==> src/rtl/spi_regxfer.sv <==
module spi_regxfer #(
  parameter int DIV_W    = 8,
  parameter int MIN_HALF = 4
) (
  input  logic             clk,
  input  logic             rst_n,
  input  logic             start,
  input  logic             rd_wr,
  input  logic [7:0]       addr,
  input  logic [31:0]      wdata,
  input  logic [DIV_W-1:0] half_period,
  output logic             busy,
  output logic             done,
  output logic [31:0]      rdata,
  output logic             cs_n,
  output logic             sck,
  output logic             mosi,
  input  logic             miso
);
  localparam int FRAME_BITS = 48;
  localparam int LAST_HS    = 2 * FRAME_BITS;
  localparam int CAP_HS     = 32;
  localparam int HS_W       = $clog2(LAST_HS + 1);

  typedef enum logic [1:0] {IDLE, RUN, GAP} st_t;

  st_t                   st;
  logic [HS_W-1:0]       hs;
  logic [DIV_W-1:0]      cnt, hp;
  logic [FRAME_BITS-1:0] sh;
  logic [31:0]           cap;
  logic                  wr;
  logic [DIV_W-1:0]      hp_req;

  assign hp_req = (half_period < DIV_W'(MIN_HALF)) ? DIV_W'(MIN_HALF) : half_period;
  assign busy   = (st != IDLE);
  assign mosi   = sh[FRAME_BITS-1];

  always_ff @(posedge clk or negedge rst_n) begin
    if (!rst_n) begin
      st <= IDLE; hs <= '0; cnt <= '0; hp <= '0; sh <= '0; cap <= '0;
      wr <= 1'b0; cs_n <= 1'b1; sck <= 1'b0; done <= 1'b0; rdata <= '0;
    end else begin
      done <= 1'b0;
      case (st)
        IDLE: if (start) begin
          st   <= RUN;
          cs_n <= 1'b0;
          sck  <= 1'b0;
          hs   <= '0;
          hp   <= hp_req;
          cnt  <= hp_req - 1'b1;
          wr   <= rd_wr;
          sh   <= {7'd0, rd_wr, addr, rd_wr ? wdata : 32'd0};
        end
        RUN: if (cnt != 0) cnt <= cnt - 1'b1;
        else begin
          cnt <= hp - 1'b1;
          if (hs == HS_W'(LAST_HS)) begin
            cs_n <= 1'b1;
            st   <= GAP;
            hs   <= '0;
          end else begin
            hs  <= hs + 1'b1;
            sck <= ~hs[0];
            if (!hs[0]) begin
              if (!wr && hs >= HS_W'(CAP_HS)) cap <= {cap[30:0], miso};
            end else begin
              sh <= {sh[FRAME_BITS-2:0], 1'b0};
            end
          end
        end
        GAP: if (cnt != 0) cnt <= cnt - 1'b1;
        else begin
          cnt <= hp - 1'b1;
          if (hs[0]) begin
            st   <= IDLE;
            done <= 1'b1;
            if (!wr) rdata <= cap;
          end else begin
            hs <= hs + 1'b1;
          end
        end
        default: st <= IDLE;
      endcase
    end
  end


  sck_idle_chk: assert property (@(posedge clk) disable iff (!rst_n) cs_n |-> !sck);

  mosi_hold_chk: assert property (@(posedge clk) disable iff (!rst_n)
    (!cs_n && sck && $past(sck)) |-> $stable(mosi));

  cs_busy_chk: assert property (@(posedge clk) disable iff (!rst_n) !cs_n |-> busy);

  done_pulse_chk: assert property (@(posedge clk) disable iff (!rst_n) done |=> !done);

  done_idle_chk: assert property (@(posedge clk) disable iff (!rst_n) done |-> !busy);

  busy_end_chk: assert property (@(posedge clk) disable iff (!rst_n) $fell(busy) |-> done);

  start_ignored_chk: assert property (@(posedge clk) disable iff (!rst_n)
    (busy && !done && $past(busy)) |-> $stable(wr));
endmodule

==> config.mk <==
export PLATFORM = sky130hd
export DESIGN_NAME = spi_regxfer
export DESIGN_NICKNAME = d
export VERILOG_FILES = /design/src/rtl/spi_regxfer.sv
export SDC_FILE = /design/constraint.sdc
export NUM_CORES = 1
export LEC_CHECK = 0
export ABC_AREA = 1
export BUFFER_PORTS_ARGS = -buffer_cell sky130_fd_sc_hd__buf_2
export CAP_MARGIN = 20
export CORE_UTILIZATION = 55
export CTS_CLUSTER_DIAMETER = 50
export DETAILED_ROUTE_END_ITERATION = 10
export PLACE_DENSITY = 0.81
export SYNTH_ARGS = -nofsm -noshare
export SYNTH_HDL_FRONTEND = slang
export SYNTH_SLANG_ARGS = --single-unit
==> constraint.sdc <==
create_clock -name clk -period 4.04 [get_ports clk]
set_clock_uncertainty 0.05 [all_clocks]
set_input_delay 0.202 -clock clk [delete_from_list [all_inputs] [get_ports clk]]
set_output_delay 0.202 -clock clk [all_outputs]
set_load 0.01 [all_outputs]
==> results of run 1 <==
## cells by family after synthesis
kind of cell | count (synthesis) | synth area share (%)
xor gates and xnor gates | 1 | 0.137
buffers and inverters | 138 | 8.80
AOI/OAI and AO/OA | 190 | 16.0
DFF | 141 | 55.1
and+or+nand+nor | 294 | 18.5
adders and majority gates | 8 | 1.56
## power breakdown
group          switching, uW  internal (uW)
Sequential               134           1700
Clock                    605            920
Combinational           1070            501
Total                   1810           3120
## worst paths after layout
kind | slack (ps) | end | depth (start not counted) | start
max reg2reg | 1160 | sh[38] | 11 | st[1]
min | 30 | sh[38] | 3 | addr[6]
max in group asynchronous | 2690 | hp[4] | 3 | rst_n
min in group asynchronous | 360 | rdata[2] | 2 | rst_n
min reg2reg | 430 | rdata[16] | 2 | rdata[16]
max | 1160 | sh[38] | 11 | st[1]
## worst max-delay path, delay by kind of cell, from the launching register on
family,cells,cell delay (ps)
buffers and inverters,5,1280
AND/OR/NAND/NOR,3,440
AO/OA/AOI/OAI,2,320
adder cells (fa/ha/maj),1,270
flip-flops,1,410
## state kept, by name, summed over array words and instances, names as in the netlist
name   count
cap       32
cnt        8
cs_n       1
done       1
hp         8
hs         7
rdata     32
sck        1
sh        48
st         2
wr         1
## what timing repair did
action | CTS | global route
hold buffers | 14 | 0
gates resized for setup | 0 | 0
setup endpoints to repair | 0 | 0
hold endpoints to repair | 99 | 0
## synthesized netlist by cell type (2+ instances only)
cell,instances
buf_2,6
inv_1,99
a22o_1,2
inv_2,3
nand2_1,227
nand3_1,21
o21ai_1,16
nor3_1,3
dfrtp_1,140
a21oi_1,6
o21a_1,2
clkbuf_2,4
ha_1,8
a31oi_1,5
buf_6,3
o21ai_0,145
nor2_1,34
a21oi_4,2
nand4_1,2
clkbuf_1,18
o211ai_1,7
buf_4,3
## metrics by stage
step	hold slack [ps]	instances	power, uW
final	27.6	1024	4930
after global routing	35.9	1024	5320
after CTS	6.77	1024	4960
after detailed placement	266	978	3400
after global placement	266	977	3330
after floorplan	-144	772	3080
## cell type report
cell class / instances / area [sq um]
fill: 950 / 3710
sequential: 141 / 3530
multi-input combinational: 493 / 2320
timing repair buffer: 112 / 667
clock buffer: 18 / 429
inverter: 103 / 387
tap: 143 / 179
clock inverter: 14 / 155
## cell usage in the layout (no fill, tap or decap), types with 2 or more instances in the layout
master         instances
inv_1                 99
nand4_1                2
buf_4                  8
inv_2                  3
dfrtp_1              140
nand3_1               21
clkinv_2               3
dlygate4sd3_1         14
a21oi_1                6
o21ai_0              145
nor3_1                 3
ha_1                   8
buf_2                 88
nand2_1              227
clkinv_4               2
nor2_1                33
inv_6                  5
o211ai_1               7
clkbuf_16             17
bufinv_16              2
a22o_1                 2
a21oi_4                2
nor2_2                 2
o21ai_1               16
o21a_1                 2
a31oi_1                5
## layer usage
layer / global-route usage [%] / vias to the layer above
met5: 0 / -
met2: 36.1 / 133
li1: - / 2651
met4: 8.48 / 0
met1: 28.7 / 2428
met3: 5.81 / 13
==> flow_summary.yaml, run 1 <==
routing:
  via_per_inst: 5.10
  drt-met1-wl_microns: 5780
  firstDrtPassIters: 5
  routed.top_layer: "met4"
  wl_met2_microns: 5770
  routed-wl-met3_microns: 567
  vias: 5225
  antenna_left: 0
  wirelength_microns: 12300
  remaining_drc_errors: 0
  drtIter0Drc: 436
  wire_per_inst_microns: 12.0
timing:
  worst_slack_ps: 1160
  drv_slew: 0
  period_needed_ps: 2880
  rsz0062_at_grt: "no"
  setup-violations-final: 0
  hold_violations: 0
  tightest_slew_ps: 759
  max_freq_mhz: 348
  slew_headroom_pct: 49.4
  period_share_pct: 71.2
  final.setup.tns_ps: 0
cts:
  clock_path_buffers: 2
  cts_buffers: 17
  cts_sinks: 141
  cts_tree: "yes"
  clkTransAtPathRegs_ps: 60
  post_cts_buffers: 0
  root_buffer: "clkbuf_16"
  cts_htree_levels: 4
  clk-insertion-delay-late_ps: 410
power:
  p_leak_uw: 0.00377
  peakVddDrop_uv: 358
  p_per_area_mw_per_mm2: 643
synth:
  synth-seq-area-share_pct: 55.1
  netlist_area_sq_mm: 0.00641
  syn_avg_cell_area_sq_um: 8.30
  synth_nets: 833
  yosysTopAreaCell: "dfrtp_1"
  synth_edf_count: 0
  synth_top_area_share_pct: 54.7
  synth_ff_type: "dfrtp_1"
  ys_warn_count: 0
  ys_seq_elements: 141
  synth_cell_types: 38
  ys_async_sr_fraction_pct: 100
  syn_inst: 772
  yosys-top-cells-area: "dfrtp_1 55%, nand2_1 13%, o21ai_0 11%, inv_1 5.8%, nor2_1 2.0%"
worst_setup_path:
  worst_path_most_repeated_cell: "buf_4"
  worstPathCellList: "inv_1, ha_1, buf_4, inv_1, buf_4, nand2_1, nand2_4, nor2_4, buf_4, o211ai_1, o21ai_1"
  worstSetupPathType: "flop to flop"
  setup.worst_path.end_class: "flop"
  max_stage_delay_ps: 570
  worstPathRequired_ps: 4330
  start_kind: "flop"
  cp.arrival_ps: 3160
  crit_slowest_cell: "buf_4"
  path_max_fanout: 80
final_layout:
  final_cell_area_sq_mm: 0.00766
  final_util_pct: 67.4
  diodes: 0
  drive_above_1_share_pct: 16.1
  nets: 929
  syn_to_final_growth_pct: 19.6
die:
  num_rows: 39
  die_x_microns: 110
  dieHeight_microns: 110
  die_area_sq_mm: 0.0121
  core_sq_mm: 0.0114
  start_util_pct: 56.4
  io_pins: 90
placed_design:
  routabilityCongestion: 0.853
  dpl.hpwl_microns: 8140
  place_area_sq_mm: 0.00694
  post-place-ws_ps: 1190
  port_buffers: 89
grt:
  grt_max_degree: 89
  grt_pass1_wl_microns: 20800
  grt_overflow: 0
  antenna_found_initial: 0
  grt_pass1_vias: 4745
  grt_usage_pct: 22.3
job:
  drv_cap: 0
worst_hold_path:
  holdCritPathClass: "primary input to flop"
status:
  status: "finished clean"
No activity file was read; power rests on OpenSTA's default activity.
==> run 2, diff against run 1 <==
Settings changed: CORE_UTILIZATION 55 to 52, PLACE_DENSITY 0.81 to 0.8.
Clock period 4.04 ns to 2.5 ns, I/O delays scaled along.
==> run 2 against run 1 <==
Net effect:
- global-route usage grew 0.25 points
- via count grew 2.2%
- worst setup slack lost 910 ps
- critical path type unchanged
- power grew 65%
- non-clock buffer count grew 34
==> flow_summary.yaml, run 2 (synthesis results as in run 1) <==
placed_design:
  port_buffers: 89
  place_area_sq_mm: 0.00700
  routabilityCongestion: 0.866
  dpl.hpwl_microns: 8110
  post-place-ws_ps: 282
timing:
  setup-violations-final: 0
  period_share_pct: 90.0
  period_needed_ps: 2250
  rsz0062_at_grt: "no"
  worst_slack_ps: 251
  tightest_slew_ps: 516
  slew_headroom_pct: 65.6
  final.setup.tns_ps: 0
  max_freq_mhz: 445
  hold_violations: 0
  drv_slew: 0
cts:
  root_buffer: "clkbuf_16"
  cts_buffers: 17
  clkTransAtPathRegs_ps: 60
  cts_htree_levels: 4
  post_cts_buffers: 0
  cts_sinks: 141
  clock_path_buffers: 2
  clk-insertion-delay-late_ps: 410
  cts_tree: "yes"
power:
  p_per_area_mw_per_mm2: 1010
  total_power_uw: 8150
  p_leak_uw: 0.00394
  peakVddDrop_uv: 629
worst_setup_path:
  worstSetupPathType: "flop to flop"
  path_max_fanout: 64
  setup.worst_path.end_class: "flop"
  ff2ff_setup_slack_ps: 250
  rr_endpoint: "cap[14]"
  reg2reg_depth: 11
  start_kind: "flop"
  r2r-start: "hs[0]"
  startpoint: "hs[0]"
  worstPathRequired_ps: 2770
  cp.arrival_ps: 2520
routing:
  remaining_drc_errors: 0
  drtIter0Drc: 475
  wire_per_inst_microns: 12.5
  wirelength_microns: 13200
  antenna_left: 0
  firstDrtPassIters: 5
  via_per_inst: 5.03
  vias: 5340
final_layout:
  syn_to_final_growth_pct: 25.6
  final_cell_mix: "227 x nand2_1, 145 x o21ai_0, 140 x dfrtp_1"
  final_cell_area_sq_mm: 0.00805
  top_register: "sh"
  largest_register_ffs: 48
  diodes: 0
  mostFrequentLayoutCell: "nand2_1"
  drive_above_1_share_pct: 15.5
  nets: 963
  reg_top3: "sh: 48 flops, cap: 32 flops, rdata: 32 flops"
die:
  die_x_microns: 113
  num_rows: 40
  io_pins: 90
  start_util_pct: 53.4
  core_sq_mm: 0.0120
  die_area_sq_mm: 0.0128
  dieHeight_microns: 113
grt:
  grt_usage_pct: 22.5
  grt_pass1_wl_microns: 22800
  grt_overflow: 0
  grt_pass1_vias: 5014
  antenna_found_initial: 0
  grt_max_degree: 65
worst_hold_path:
  min_to: "sh[39]"
  hold_start: "addr[7]"
  worstHoldPathCells: 4
  holdCritPathClass: "primary input to flop"
status:
  status: "finished clean"
job:
  drv_cap: 0
## run 2: where the power goes
group	internal [uW]	total, uW	switching (uW)
combinational	902	2670	1770
sequential	2740	2950	212
clock	1660	2530	866
## run 2: per-stage QoR
step,hold WS [ps],cells,utilization (%)
floorplan,-221,772,-
global placement,38.8,985,58.3
detailed placement,42.4,985,58.3
CTS,7.47,1061,67.0
global route,28.7,1061,67.0
finish,19.0,1061,67.0
## run 2: worst max path at each step
stage / end / slack [ps]
floorplan: cap[0] / 330
global placement: cap[5] / 400
detailed placement: cap[8] / 280
CTS: cap[14] / 260
global route: cap[14] / 20
finish: cap[14] / 250
## run 2: area by class of cell
class,count,area [sq um]
tap,147,184
inverter,103,387
multi-input combinational,493,2320
timing repair buffer,146,1030
clock buffer,24,492
fill,883,3960
clock inverter,7,110
sequential,141,3530
## run 2: timing repair
action / 4_1_cts / 5_1_grt
hold buffers: 45 / 0
hold endpoints to repair: 91 / 0
resized for setup: 0 / 0
endpoints found under the setup margin: 0 / 0
## run 2: per-layer routing
metal	GRT usage [%]	part of all wire, %	up-vias
met5	0	0	-
met4	6.75	1.6	0
met3	6.86	4.8	23
met2	36.7	47	133
met1	29.1	46	2475
li1	-	-	2709
## run 2: worst max-delay path, cell delays in order (launching register included)
cell     delay [ps]
dfrtp_1         520
inv_1           150
ha_1            220
nor3b_1         140
nand2_1         130
nand2_1         130
inv_2           110
nand2_1         110
nor3_4          170
buf_12          250
nand2_1          70
o21ai_0          90
==> run 3, diff against run 2 <==
Settings changed: CORE_UTILIZATION 52 to 25, PLACE_DENSITY 0.8 to 0.47.
==> run 3 against run 2 <==
Net effect:
- fmax rose by 3.1%
- critical path depth fell by 1
- die area rose by 110%
- via count fell by 1.9%
- power rose by 2.0%
- combinational power barely moved
- sequential power barely moved
- global-route usage fell by 11 points
==> flow_summary.yaml, run 3 (synthesis results as in run 1) <==
placed_design:
  dpl.hpwl_microns: 9510
  port_buffers: 89
  numPlacedInstances: 1168
  routabilityCongestion: 0.775
  place_area_sq_mm: 0.00724
cts:
  cts_buffers: 17
  holdBufCountCts: 47
  cts_sinks: 141
  clkTransAtPathRegs_ps: 60
  root_buffer: "clkbuf_16"
  clk-insertion-delay-late_ps: 410
  clock_path_buffers: 2
  post_cts_buffers: 0
  cts_tree: "yes"
  cts.repair.resized: 0
  cts_htree_levels: 4
final_layout:
  final_cell_area_sq_mm: 0.00834
  drive_above_1_share_pct: 15.8
  layout.cells.non_filler: 1247
  mostFrequentLayoutCell: "nand2_1"
  n_fill_cell: 2654
  final_util_pct: 33.1
  nets: 965
  diodes: 0
  regArea_sq_mm: 0.00353
  reg_top3: "sh: 48 flops, cap: 32 flops, rdata: 32 flops"
  top_register: "sh"
  largest_register_ffs: 48
  multi_input_area_sq_mm: 0.00232
  final_cell_mix: "227 x nand2_1, 145 x o21ai_0, 140 x dfrtp_1"
  syn_to_final_growth_pct: 30.2
worst_setup_path:
  reg2reg_depth: 10
  worstSetupPathType: "flop to flop"
  r2r-start: "st[0]"
  start_kind: "flop"
  setup.worst_path.end_class: "flop"
  worstPathRequired_ps: 2740
  path_max_fanout: 9
  rr_endpoint: "cnt[4]"
  cp.arrival_ps: 2420
  ff2ff_setup_slack_ps: 320
grt:
  met3_usage_pct: 3.17
  grt_usage_pct: 11.6
  antenna_found_initial: 1
  grt_util_met1_pct: 15.8
  grt_pass1_wl_microns: 24600
  grt-busiest-layer: "met2"
  grt_pass1_vias: 5206
  grt_overflow: 0
  met2_usage_pct: 17.8
  grt_max_degree: 81
status:
  status: "finished clean"
timing:
  period_share_pct: 87.3
  period_needed_ps: 2180
  slew_headroom_pct: 62.4
  hold_violations: 0
  final.setup.tns_ps: 0
  drv_slew: 0
  tightest_slew_ps: 564
  rsz0062_at_grt: "no"
  whs_ps: 15.5
  max_freq_mhz: 458
  setup-violations-final: 0
job:
  drv_cap: 0
routing:
  drtIter0Drc: 239
  via_per_inst: 4.20
  wire_per_inst_microns: 11.4
  wirelength_microns: 14200
  antenna_left: 0
  remaining_drc_errors: 0
  vias: 5240
  firstDrtPassIters: 6
worst_hold_path:
  worstHoldPathCells: 4
  hold_start: "addr[7]"
  min_to: "sh[39]"
  holdCritPathClass: "primary input to flop"
die:
  core_sq_mm: 0.0252
  io_pins: 90
  num_rows: 58
  dieHeight_microns: 162
  start_util_pct: 25.4
  die_area_sq_mm: 0.0263
  die_x_microns: 162
power:
  peakVddDrop_uv: 469
  p_per_area_mw_per_mm2: 997
  p_leak_uw: 0.00395
==> run 3: cell type report <==
class	count	share of cell area, %
Clock inverter	13	2.29
Tap cell	330	4.95
Sequential cell	141	42.3
Clock buffer	19	5.31
Timing Repair Buffer	148	12.7
Multi-Input combinational cell	493	27.8
Inverter	103	4.63
==> run 3: how the worst max path moves through the flow <==
| stage | from | endpoint | slack [ps] | depth (start not counted) |
|---|---|---|---|---|
| finish | st[0] | cnt[4] | 320 | 10 |
| CTS | st[1] | cnt[4] | 320 | 10 |
| detailed placement | st[1] | cnt[4] | 320 | 10 |
| global route | st[0] | cnt[4] | 100 | 10 |
| global placement | st[0] | cnt[4] | 300 | 10 |
| floorplan | hs[0] | cap[0] | 330 | 11 |
==> run 3: per-layer routing <==
metal,up-vias,wire (microns)
met2,106,6230
met3,13,655
li1,2719,-
met4,2,142
met1,2400,7200
met5,-,12
==> run 3: report_power, final <==
part | internal (uW) | switching (uW)
clock | 1700 | 1000
sequential | 2740 | 196
combinational | 894 | 1780
==> run 3: stage by stage <==
step / total power, uW / setup slack (ps)
5_1_grt: 9020 / 104
6_report: 8310 / 319
4_1_cts: 8460 / 315
3_3_place_gp: 5610 / 303
2_1_floorplan: 4970 / 328
3_5_place_dp: 5640 / 316
==> run 3: critical path: stages, from the launching register on <==
cell      delay (ps)
dfrtp_1          390
inv_1             80
ha_1             300
clkinv_1         240
nor2_1           160
nand2_1           60
o21ai_1          160
ha_1             300
nand2_1           90
o21bai_1         130
a31oi_1           90
